==> src/rtl/magreg_pkg.sv <==
package magreg_pkg;

    localparam int BYTE_W     = 8;
    localparam int AXIS_W     = 16;
    localparam int DATA_BYTES = 6;

    localparam logic [7:0] A_CFGA       = 8'h00;
    localparam logic [7:0] A_CFGB       = 8'h01;
    localparam logic [7:0] A_MODE       = 8'h02;
    localparam logic [7:0] A_DATA_FIRST = 8'h03;
    localparam logic [7:0] A_DATA_LAST  = 8'h08;
    localparam logic [7:0] A_STATUS     = 8'h09;
    localparam logic [7:0] A_ID0        = 8'h0A;
    localparam logic [7:0] A_ID1        = 8'h0B;
    localparam logic [7:0] A_ID2        = 8'h0C;
    localparam logic [7:0] A_TEMP_HI    = 8'h31;
    localparam logic [7:0] A_TEMP_LO    = 8'h32;

    localparam logic [7:0] ID0_VAL = 8'h48;
    localparam logic [7:0] ID1_VAL = 8'h34;
    localparam logic [7:0] ID2_VAL = 8'h33;

    localparam logic [7:0] RST_CFGA = 8'h10;
    localparam logic [7:0] RST_CFGB = 8'h20;
    localparam logic [7:0] RST_MODE = 8'h01;

    localparam logic [7:0] KEEP_CFGB = 8'hE0;
    localparam logic [7:0] KEEP_MODE = 8'hB7;

    localparam int ST_RDY  = 0;
    localparam int ST_LOCK = 1;
    localparam int ST_DOW  = 2;

    typedef enum logic [1:0] {
        MD_CONT   = 2'b00,
        MD_SINGLE = 2'b01,
        MD_IDLE_A = 2'b10,
        MD_IDLE   = 2'b11
    } md_e;

    typedef struct packed {
        logic [AXIS_W-1:0] x;
        logic [AXIS_W-1:0] z;
        logic [AXIS_W-1:0] y;
        logic [AXIS_W-1:0] t;
    } meas_t;

    function automatic logic [BYTE_W-1:0] axis_byte(input meas_t m, input int idx);
        logic [BYTE_W-1:0] b;
        case (idx)
            0:       b = m.x[15:8];
            1:       b = m.x[7:0];
            2:       b = m.z[15:8];
            3:       b = m.z[7:0];
            4:       b = m.y[15:8];
            5:       b = m.y[7:0];
            default: b = '0;
        endcase
        return b;
    endfunction

    function automatic logic is_data_addr(input logic [7:0] a);
        return (a >= A_DATA_FIRST) && (a <= A_DATA_LAST);
    endfunction

endpackage

==> src/rtl/magreg_ptr.sv <==
module magreg_ptr
    import magreg_pkg::*;
(
    input  logic       clk,
    input  logic       rst,
    input  logic       set_en,
    input  logic [7:0] set_val,
    input  logic       step,
    output logic [7:0] ptr
);

    always_ff @(posedge clk) begin
        if (rst)
            ptr <= '0;
        else if (set_en)
            ptr <= set_val;
        else if (step)
            ptr <= (ptr == A_DATA_LAST) ? A_DATA_FIRST : ptr + 8'd1;
    end

    AST_PTR_WRAP: assert property (@(posedge clk) disable iff (rst)
        (step && !set_en && ptr == A_DATA_LAST) |=> (ptr == A_DATA_FIRST));

    AST_PTR_STEP: assert property (@(posedge clk) disable iff (rst)
        (step && !set_en && ptr != A_DATA_LAST) |=> (ptr == $past(ptr) + 8'd1));

endmodule

==> src/rtl/magreg_ctrl.sv <==
module magreg_ctrl
    import magreg_pkg::*;
(
    input  logic       clk,
    input  logic       rst,
    input  logic       wr_en,
    input  logic [7:0] addr,
    input  logic [7:0] wdata,
    input  logic       stored,
    output logic [7:0] cfg_a,
    output logic [7:0] cfg_b,
    output logic [7:0] mode
);

    logic wr_a, wr_b, wr_m;
    md_e  md_now;

    always_comb begin
        wr_a   = wr_en && (addr == A_CFGA);
        wr_b   = wr_en && (addr == A_CFGB);
        wr_m   = wr_en && (addr == A_MODE);
        md_now = md_e'(mode[1:0]);
    end

    always_ff @(posedge clk) begin
        if (rst) begin
            cfg_a <= RST_CFGA;
            cfg_b <= RST_CFGB;
            mode  <= RST_MODE;
        end else begin
            if (wr_a)
                cfg_a <= wdata;
            if (wr_b)
                cfg_b <= wdata & KEEP_CFGB;
            if (wr_m)
                mode <= wdata & KEEP_MODE;
            else if (stored && md_now == MD_SINGLE)
                mode[1:0] <= MD_IDLE;
        end
    end

    AST_SINGLE_IDLE: assert property (@(posedge clk) disable iff (rst)
        (stored && !wr_m && mode[1:0] == MD_SINGLE) |=> (mode[1:0] == MD_IDLE));

    AST_RESERVED_CLEAR: assert property (@(posedge clk) disable iff (rst)
        ((cfg_b & ~KEEP_CFGB) == 8'h00) && ((mode & ~KEEP_MODE) == 8'h00));

endmodule

==> src/rtl/magreg_hold.sv <==
module magreg_hold #(
    parameter int TICK_DIV = 50,
    parameter int HOLD_US  = 200
) (
    input  logic clk,
    input  logic rst,
    input  logic start,
    output logic busy,
    output logic release_ok
);

    localparam int PRE_W = $clog2(TICK_DIV + 1);
    localparam int US_W  = $clog2(HOLD_US + 1);

    logic [PRE_W-1:0] pre_q;
    logic [US_W-1:0]  us_q;
    logic             last_tick, hold_end;

    always_comb begin
        last_tick  = (pre_q == PRE_W'(TICK_DIV - 1));
        hold_end   = busy && last_tick && (us_q == US_W'(HOLD_US - 1));
        release_ok = !busy || hold_end;
    end

    always_ff @(posedge clk) begin
        if (rst) begin
            busy  <= 1'b0;
            pre_q <= '0;
            us_q  <= '0;
        end else if (start) begin
            busy  <= 1'b1;
            pre_q <= '0;
            us_q  <= '0;
        end else if (busy) begin
            if (last_tick) begin
                pre_q <= '0;
                if (hold_end)
                    busy <= 1'b0;
                else
                    us_q <= us_q + US_W'(1);
            end else begin
                pre_q <= pre_q + PRE_W'(1);
            end
        end
    end

    AST_HOLD_ARMED: assert property (@(posedge clk) disable iff (rst)
        start |=> busy);

    AST_HOLD_RANGE: assert property (@(posedge clk) disable iff (rst)
        busy |-> (us_q < US_W'(HOLD_US)));

endmodule

==> src/rtl/magreg_sample.sv <==
module magreg_sample
    import magreg_pkg::*;
#(
    parameter int HOLD_CYC = 10000
) (
    input  logic                              clk,
    input  logic                              rst,
    input  logic                              meas_start,
    input  logic                              meas_done,
    input  meas_t                             meas_in,
    input  logic                              rd_en,
    input  logic                              wr_en,
    input  logic [7:0]                        addr,
    input  logic                              release_ok,
    output logic [DATA_BYTES-1:0][BYTE_W-1:0] data_bytes,
    output logic [AXIS_W-1:0]                 temp_q,
    output logic                              rdy_q,
    output logic                              lock_q,
    output logic                              dow_q,
    output logic                              stored
);

    localparam logic [DATA_BYTES-1:0] ALL_READ = '1;
    localparam int CNT_W = $clog2(HOLD_CYC + 1);

    logic [DATA_BYTES-1:0] mask_q, rd_bit, mask_upd;
    logic                  unread_q, pend_q;
    logic                  data_rd, lock_set, lock_clr, lock_nx, load, dow_set;
    logic [2:0]            idx;

    always_comb begin
        idx      = 3'(addr - A_DATA_FIRST);
        data_rd  = rd_en && is_data_addr(addr);
        rd_bit   = data_rd ? (DATA_BYTES'(1) << idx) : '0;
        mask_upd = mask_q | rd_bit;
        lock_set = (data_rd && mask_upd != ALL_READ) || (rd_en && addr == A_MODE);
        lock_clr = (meas_start && mask_q == ALL_READ)
                 || (wr_en && (addr == A_MODE || addr == A_CFGA));
        lock_nx  = lock_set || (lock_q && !lock_clr);
        load     = meas_done && !lock_nx;
        dow_set  = meas_done && (lock_nx || unread_q);
        stored   = load;
    end

    for (genvar i = 0; i < DATA_BYTES; i++) begin : g_byte
        logic [BYTE_W-1:0] b_q;
        always_ff @(posedge clk) begin
            if (rst)
                b_q <= '0;
            else if (load)
                b_q <= axis_byte(meas_in, i);
        end
        assign data_bytes[i] = b_q;
    end

    always_ff @(posedge clk) begin
        if (rst) begin
            temp_q   <= '0;
            mask_q   <= '0;
            lock_q   <= 1'b0;
            unread_q <= 1'b0;
            dow_q    <= 1'b0;
            rdy_q    <= 1'b0;
            pend_q   <= 1'b0;
        end else begin
            lock_q <= lock_nx;
            mask_q <= load ? '0 : mask_upd;
            if (load)
                temp_q <= meas_in.t;
            if (load)
                unread_q <= 1'b1;
            else if (data_rd)
                unread_q <= 1'b0;
            if (dow_set)
                dow_q <= 1'b1;
            else if (data_rd)
                dow_q <= 1'b0;
            if (meas_start) begin
                rdy_q  <= 1'b0;
                pend_q <= load;
            end else if ((load || pend_q) && release_ok) begin
                rdy_q  <= 1'b1;
                pend_q <= 1'b0;
            end else if (load) begin
                pend_q <= 1'b1;
            end
        end
    end

    logic [CNT_W-1:0] low_cnt;
    logic             timed_q;

    always_ff @(posedge clk) begin
        if (rst) begin
            low_cnt <= '0;
            timed_q <= 1'b0;
        end else if (rdy_q) begin
            low_cnt <= '0;
            timed_q <= 1'b1;
        end else if (low_cnt != CNT_W'(HOLD_CYC)) begin
            low_cnt <= low_cnt + CNT_W'(1);
        end
    end

    AST_RDY_MIN_LOW: assert property (@(posedge clk) disable iff (rst)
        ($rose(rdy_q) && timed_q) |-> (low_cnt >= CNT_W'(HOLD_CYC)));

    AST_HOLD_WHEN_LOCKED: assert property (@(posedge clk) disable iff (rst)
        (lock_q && !lock_clr) |=> ($stable(data_bytes) && $stable(temp_q)));

    AST_DOW_ON_DROP: assert property (@(posedge clk) disable iff (rst)
        (meas_done && lock_q && !lock_clr) |=> dow_q);

    AST_LOCK_ON_PARTIAL: assert property (@(posedge clk) disable iff (rst)
        (data_rd && !load && mask_upd != ALL_READ) |=> lock_q);

endmodule

==> src/rtl/magreg_bank.sv <==
module magreg_bank
    import magreg_pkg::*;
#(
    parameter int CLK_HZ  = 50_000_000,
    parameter int HOLD_US = 200
) (
    input  logic        clk,
    input  logic        rst,
    input  logic        meas_start,
    input  logic        meas_done,
    input  logic [15:0] meas_x,
    input  logic [15:0] meas_z,
    input  logic [15:0] meas_y,
    input  logic [15:0] meas_temp,
    input  logic        bus_ptr_set,
    input  logic [7:0]  bus_ptr_val,
    input  logic        bus_rd,
    input  logic        bus_wr,
    input  logic [7:0]  bus_wdata,
    output logic [7:0]  rd_data,
    output logic        stat_rdy,
    output logic        stat_lock,
    output logic        stat_dow,
    output logic        drdy_n,
    output logic [1:0]  mode_md
);

    localparam int TICK_DIV = CLK_HZ / 1_000_000;
    localparam int HOLD_CYC = TICK_DIV * HOLD_US;

    logic [7:0]                        ptr, cfg_a, cfg_b, mode, status;
    logic [DATA_BYTES-1:0][BYTE_W-1:0] data_bytes;
    logic [AXIS_W-1:0]                 temp_q;
    logic                              stored, hold_busy, release_ok;
    logic [2:0]                        ridx;
    meas_t                             meas_in;

    assign meas_in = '{x: meas_x, z: meas_z, y: meas_y, t: meas_temp};

    magreg_ptr u_ptr (
        .clk     (clk),
        .rst     (rst),
        .set_en  (bus_ptr_set),
        .set_val (bus_ptr_val),
        .step    (bus_rd || bus_wr),
        .ptr     (ptr)
    );

    magreg_ctrl u_ctrl (
        .clk    (clk),
        .rst    (rst),
        .wr_en  (bus_wr),
        .addr   (ptr),
        .wdata  (bus_wdata),
        .stored (stored),
        .cfg_a  (cfg_a),
        .cfg_b  (cfg_b),
        .mode   (mode)
    );

    magreg_hold #(
        .TICK_DIV (TICK_DIV),
        .HOLD_US  (HOLD_US)
    ) u_hold (
        .clk        (clk),
        .rst        (rst),
        .start      (meas_start),
        .busy       (hold_busy),
        .release_ok (release_ok)
    );

    magreg_sample #(
        .HOLD_CYC (HOLD_CYC)
    ) u_sample (
        .clk        (clk),
        .rst        (rst),
        .meas_start (meas_start),
        .meas_done  (meas_done),
        .meas_in    (meas_in),
        .rd_en      (bus_rd),
        .wr_en      (bus_wr),
        .addr       (ptr),
        .release_ok (release_ok),
        .data_bytes (data_bytes),
        .temp_q     (temp_q),
        .rdy_q      (stat_rdy),
        .lock_q     (stat_lock),
        .dow_q      (stat_dow),
        .stored     (stored)
    );

    always_comb begin
        status          = '0;
        status[ST_RDY]  = stat_rdy;
        status[ST_LOCK] = stat_lock;
        status[ST_DOW]  = stat_dow;
        ridx            = 3'(ptr - A_DATA_FIRST);
        if (is_data_addr(ptr)) begin
            rd_data = data_bytes[ridx];
        end else begin
            case (ptr)
                A_CFGA:    rd_data = cfg_a;
                A_CFGB:    rd_data = cfg_b;
                A_MODE:    rd_data = mode;
                A_STATUS:  rd_data = status;
                A_ID0:     rd_data = ID0_VAL;
                A_ID1:     rd_data = ID1_VAL;
                A_ID2:     rd_data = ID2_VAL;
                A_TEMP_HI: rd_data = temp_q[15:8];
                A_TEMP_LO: rd_data = temp_q[7:0];
                default:   rd_data = 8'h00;
            endcase
        end
        drdy_n  = ~stat_rdy;
        mode_md = mode[1:0];
    end

    AST_HOLD_GATES_RDY: assert property (@(posedge clk) disable iff (rst)
        (hold_busy && !release_ok && !stat_rdy) |=> !stat_rdy);

endmodule

==> config.mk <==
export PLATFORM = sky130hd
export DESIGN_NAME = magreg_bank
export DESIGN_NICKNAME = d
export VERILOG_FILES = /design/src/rtl/magreg_pkg.sv /design/src/rtl/magreg_ptr.sv /design/src/rtl/magreg_ctrl.sv /design/src/rtl/magreg_hold.sv /design/src/rtl/magreg_sample.sv /design/src/rtl/magreg_bank.sv
export SDC_FILE = /design/constraint.sdc
export NUM_CORES = 1
export LEC_CHECK = 0
export ABC_CLOCK_PERIOD_IN_PS = 4400
export BUFFER_PORTS_ARGS = -buffer_cell sky130_fd_sc_hd__clkbuf_2
export CAP_MARGIN = 20
export CORE_MARGIN = 2
export CORE_UTILIZATION = 45
export DETAILED_ROUTE_END_ITERATION = 10
export GPL_TIMING_DRIVEN = 1
export PLACE_DENSITY = 0.72
export SETUP_SLACK_MARGIN = 0.4
export SYNTH_ARGS = -nofsm -noshare
export SYNTH_HDL_FRONTEND = slang
export SYNTH_SLANG_ARGS = --single-unit
==> constraint.sdc <==
create_clock -name clk -period 4.4 [get_ports clk]
set_input_delay 0.44 -clock clk [delete_from_list [all_inputs] [get_ports clk]]
set_output_delay 0.44 -clock clk [all_outputs]
set_load 0.03 [all_outputs]
### After elaboration in Yosys (flattened, before gate mapping)

Cells that the tools add are included.

| storage, ports and cells | value |
|---|---|
| output and inout bits | 14 |
| bits in registers | 115 |
| word-level logic and storage cells | 103 |

| cells by class | value |
|---|---|
| reductions and logical operators | 36 |
| shifts and indexed selects | 1 |
| eq/ne operators | 14 |
| order comparisons | 3 |
| mux-type cells | 21 |
| bitwise gates (word level) | 3 |
| $add $sub $neg | 4 |

Operators with widths:

| operator | number |
|---|---|
| $pmux W8 S9 | 1 |
| $eq A8 B4 Y1 const B | 5 |
| $mux W8 | 5 |
| $bmux W8 S3 | 1 |
| $add A8 B1 Y8 const B | 2 |
| $eq A8 B6 Y1 const B | 2 |
| $logic_and A1 B1 Y1 | 16 |
| $eq A6 B6 Y1 const B | 2 |
| $mux W6 | 2 |
| $mux W1 | 10 |
| $eq A8 B1 Y1 const B | 1 |
| $eq A8 B2 Y1 const B | 1 |
| $eq A8 B8 Y1 const B | 1 |
| $ge A8 B2 Y1 const B | 1 |
| $le A8 B4 Y1 const B | 1 |
| $logic_not A8 Y1 | 1 |
| $logic_or A1 B1 Y1 | 8 |
| $reduce_bool A2 Y1 | 4 |
| $add A6 B1 Y6 const B | 1 |
| $ne A6 B6 Y1 const B | 1 |
| $or A6 B6 Y6 | 1 |
| $shl A1 B3 Y6 const A | 1 |
| $lt A3 B4 Y1 const B | 1 |
| $mux W2 | 2 |
| other kinds (7) | 11 |

### Logic depth before layout (Yosys ltp)

| logic depth | value |
|---|---|
| depth in word-level cells | 15 |
| gate-level depth with buffers | 14 |

### By module

A second synthesis with hierarchy kept.

| unflattened totals | value |
|---|---|
| cells, all modules | 686 |
| area total of the unflattened synthesis | 6630.1 sq um |

By module, submodules not included:

| module | sequential area each (sq um) | cells an instance | times used | area an instance (sq um) |
|---|---|---|---|---|
| magreg_sample | 1501.4 | 345 | 1 | 3495.9 |
| magreg_bank | 0.0 | 109 | 1 | 965.9 |
| magreg_ctrl | 340.3 | 82 | 1 | 855.8 |
| magreg_hold | 300.3 | 90 | 1 | 789.5 |
| magreg_ptr | 160.2 | 60 | 1 | 523.0 |

### Worst setup path before layout

OpenSTA, ideal clock, no wires.

| timing path | value |
|---|---|
| kind | flip-flop to output port |
| start point | register u_ptr.ptr[0] |
| end point | output rd_data[0] |
| cell stages (with the launch flop) | 9 |
| slack | 1.014 ns |
| data arrival time | 2.946 ns |
| cell sequence | dfxtp_1 > clkbuf_1 > buf_1 > inv_1 > ha_1 > clkbuf_1 > mux4_2 > a22oi_1 > o22ai_1 |

| on the way | value |
|---|---|
| longest elaborated chain between the ends | 4 |
| elaborated cells on any way between the ends | 17 |
| classes of those cells | 1 x add/sub; 2 x order compare; 8 x eq/ne; 4 x mux; 2 x reduce/logical |

RTL lines:

| what | line | source |
|---|---|---|
| start: declaration | magreg_ptr.sv:9 | `output logic [7:0] ptr` |
| start signal: assignment | magreg_ptr.sv:16 | `ptr <= set_val;` |
| start signal: assignment | magreg_ptr.sv:18 | `ptr <= (ptr == A_DATA_LAST) ? A_DATA_FIRST : ptr + 8'd1;` |
| $sub A3 B2 Y3 | magreg_bank.sv:97 | `ridx = 3'(ptr - A_DATA_FIRST);` |
| $bmux W8 S3 | magreg_bank.sv:99 | `rd_data = data_bytes[ridx];` |
| $mux W8 (implied by the code) | magreg_bank.sv:99 |  |
| $mux W8 (*) | magreg_bank.sv:98 | `if (is_data_addr(ptr)) begin` |
| end: declaration | magreg_bank.sv:20 | `output logic [7:0] rd_data,` |

Mark *: on every way between the ends. The rest lies on a longest branch, timed or not. The select of a mux whose other input is x is not followed.

### Worst setup path in the final report

| timing path | value |
|---|---|
| start point | register u_ptr.ptr[0] |
| end point | output rd_data[6] |

Same word-level chain as after synthesis.

==> qor.yml <==
synth:
  ys_ff_latch: 115
  yosysSeqAreaShare_pct: 38.6
  syn_area_sq_mm: 0.00597
  synth-xor-area-share_pct: 2.06
  synth_common_cells: "132 x and2_1, 115 x dfxtp_1, 64 x a221o_1, 44 x nor2_1, 35 x clkbuf_1"
  synth_area_leaders: "dfxtp_1 39%, and2_1 14%, a221o_1 11%"
  synth_edf_count: 0
  ys.flop_type: "dfxtp_1"
  syn-num-nets: 735
  yosysMostFrequentCell: "and2_1"
  yosys_warnings: 0
  synth_top_area_share_pct: 38.6
  synth-compound-area-share_pct: 22.8
  synth-adder-area-share_pct: 2.31
  yosysTopAreaCell: "dfxtp_1"
  yosysUniqueCellTypes: 60
  yosys.area_share.simple_pct: 21.9
  syn_inst: 637
  async_flop_share_pct: 0
  synth_top_family_by_area: "compound AO/OA/AOI/OAI gates"
  synth_area_per_cell_sq_um: 9.37
  synth.area.mux_share_pct: 7.93
setup_path:
  critical_path_class: "flop to output pin"
  worst-r2r-cell-count: 8
  r2r-end: "u_sample.g_byte[1].b_q[5]"
  cp_num_buf_inv: 2
  path_cells: "inv_1 > ha_1 > mux4_2 > a22oi_1 > o22ai_1 > clkbuf_2"
  cp-end-kind: "output pin"
  crit_fanout: 10
  critical_path.top_delay_family: "adder cells"
  start_kind: "flop"
  r2r_slack_ns: 1.32
  worstPathArrival_ns: 2.93
  critPathCapture: "rd_data[6]"
  cp_slowest_cell: "ha_1"
  path_depth: 6
  critPathLaunch: "u_ptr.ptr[0]"
  timing.rr.start: "u_ptr.ptr[0]"
  required_ns: 3.96
  crit_path_max_incr_delay_ns: 0.70
placed_design:
  gp_congestion: 0.903
  place_ws_ns: 1.36
  port_buffers: 100
  place_hpwl_um: 11000
sta:
  hold_viol_final: 0
  skew_ns: 0.00659
  grt_setup_unrepaired: "false"
  layout_setup_ws_ns: 1.03
  finalMaxSlewViolations: 0
  clock.fmax_ghz: 0.297
  tns_ns: 0
  whs_ns: 0.280
  fin_crit_sh_pct: 76.5
  setup_violations: 0
  fin_crit_ns: 3.37
  worst_pin_slew_ns: 0.878
  slew-limit-headroom_pct: 41.0
cells_and_area:
  n_antenna_cell: 0
  final_util_pct: 55.1
  drive_above_1_share_pct: 23.1
  nFillCells: 1149
  area_delta_synth_final_pct: 20.8
  nNetsFinal: 812
run:
  maxCapViolations: 0
global_route:
  grt_util_met3_pct: 5.22
  globalRouteMet2Util_pct: 37.2
  gr-usage-all-layers_pct: 22.5
  grt_use_met1_pct: 28.6
  globalRoute.busiestLayer: "met2"
  antenna_found_initial: 0
  grt_max_degree: 75
  grt_pass1_wl_um: 25400
  grt_pass1_vias: 5129
  grt_overflow: 0
die:
  rows: 42
  design.portCount: 101
  die_w_um: 119
  start_util_pct: 45.6
  core_area_sq_mm: 0.0131
  fp.dieH_um: 119
  die_area_sq_mm: 0.0142
clock_tree:
  root_buffer: "clkbuf_16"
  cts.sinks: 115
  clock_latency_ns: 0.41
  cts_tree: "yes"
  htree_levels: 4
  clk_pin_slew_ns: 0.05
  numCtsBuffers: 17
  postCtsHoldBufs: 0
  ctsResizeCount: 0
  post_cts_buffers: 0
  clock_path_buffers: 2
power_and_ir_drop:
  irDropWorstVdd_mv: 0.312
  leakage_nw: 3.08
  powerDensity_mw_per_mm2: 424
drt:
  vias_per_cell: 5.81
  dr_total_vias: 5238
  wire_per_inst_um: 17.6
  drt_wl_total_um: 15800
  first_iter_violations: 369
  post-route-drc-count: 0
  ant_nets: 0
  first_pass_iters: 5
status:
  status: "completed"
worst_hold_path:
  hp-class: "input pin to flop"
logic make-up (layout without fill, tap and decap cells):
family	after synthesis	after routing
mux	36	36
flops	115	115
simple gates	233	233
xor+xnor	14	14
compound gates	163	163
fa+ha+maj	11	11
buf+inv	65	154
worst min-delay path by stage:
stage / start / endpoint / slack, ns / cells after the start
floorplan: u_ctrl.cfg_b[5] / u_ctrl.cfg_b[5] / 0.45 / 2
global placement: u_ctrl.cfg_b[5] / u_ctrl.cfg_b[5] / 0.46 / 2
detailed placement: u_ctrl.cfg_a[4] / u_ctrl.cfg_a[4] / 0.48 / 2
CTS: bus_wdata[4] / u_ctrl.cfg_a[4] / 0.26 / 3
global route: bus_wdata[0] / u_ctrl.mode[0] / 0.28 / 3
finish: bus_wdata[4] / u_ctrl.cfg_a[4] / 0.28 / 3
routing by layer:
layer	up-vias	wire length, um
li1	2516	-
met1	2495	6880
met2	205	7640
met3	22	1020
met4	0	314
met5	-	0
where the power goes:
group | internal, mW | total, mW | switching (mW)
Clock | 0.944 | 1.41 | 0.464
Sequential | 1.12 | 1.19 | 0.0664
Combinational | 0.204 | 0.461 | 0.258
Total | 2.27 | 3.06 | 0.788
sequential cells by signal (all words and copies together) (netlist names):
signal,count
u_sample.rdy_q,1
u_hold.us_q,8
u_sample.lock_q,1
u_hold.pre_q,6
u_hold.busy,1
u_sample.g_byte.b_q,48
u_ctrl.cfg_b,3
u_ptr.ptr,8
u_sample.unread_q,1
u_ctrl.mode,6
u_sample.pend_q,1
u_ctrl.cfg_a,8
u_sample.temp_q,16
u_sample.mask_q,6
u_sample.dow_q,1
metrics by stage:
step | power, mW | cell area, sq um | instances
after floorplan | 1.51 | 5970 | 637
after detailed placement | 1.66 | 6580 | 870
after global placement | 1.64 | 6580 | 870
final | 3.06 | 7210 | 902
after global routing | 3.17 | 7210 | 902
after CTS | 3.07 | 7190 | 901
final cells by class:
cell class | count | area (sq um) | share of cell area, %
multi-input cells | 457 | 3410 | 47.4
flip-flops and latches | 115 | 2300 | 31.9
repair buffers | 111 | 616 | 8.54
clock buffers | 22 | 484 | 6.72
well taps | 176 | 220 | 3.06
clock inverters | 9 | 128 | 1.77
inverters | 12 | 45.0 | 0.625
tightest hold or removal path, delay by kind of cell:
family	cells	cell delay [ns]
buffers and inverters	1	0.09
muxes	1	0.06
and+or+nand+nor	1	0.06
layout by cell type, fill, tap and decap left out, types with 4 or more instances in the layout:
cell type,instances
mux4_2,8
nor2_1,43
a221o_1,64
buf_4,8
xor2_1,11
o21ai_0,11
clkbuf_8,4
and2_1,132
a221oi_1,7
a22oi_1,13
clkinv_2,4
o22ai_1,11
clkbuf_2,100
inv_1,11
clkbuf_16,17
a31oi_1,7
nand2_1,18
mux2_2,9
nor3_1,5
nand4_1,8
a21oi_1,13
mux2i_1,18
dfxtp_1,115
nand3_1,10
ha_1,11
a211oi_1,9
Note: power is estimated with default switching activity, not from simulation.
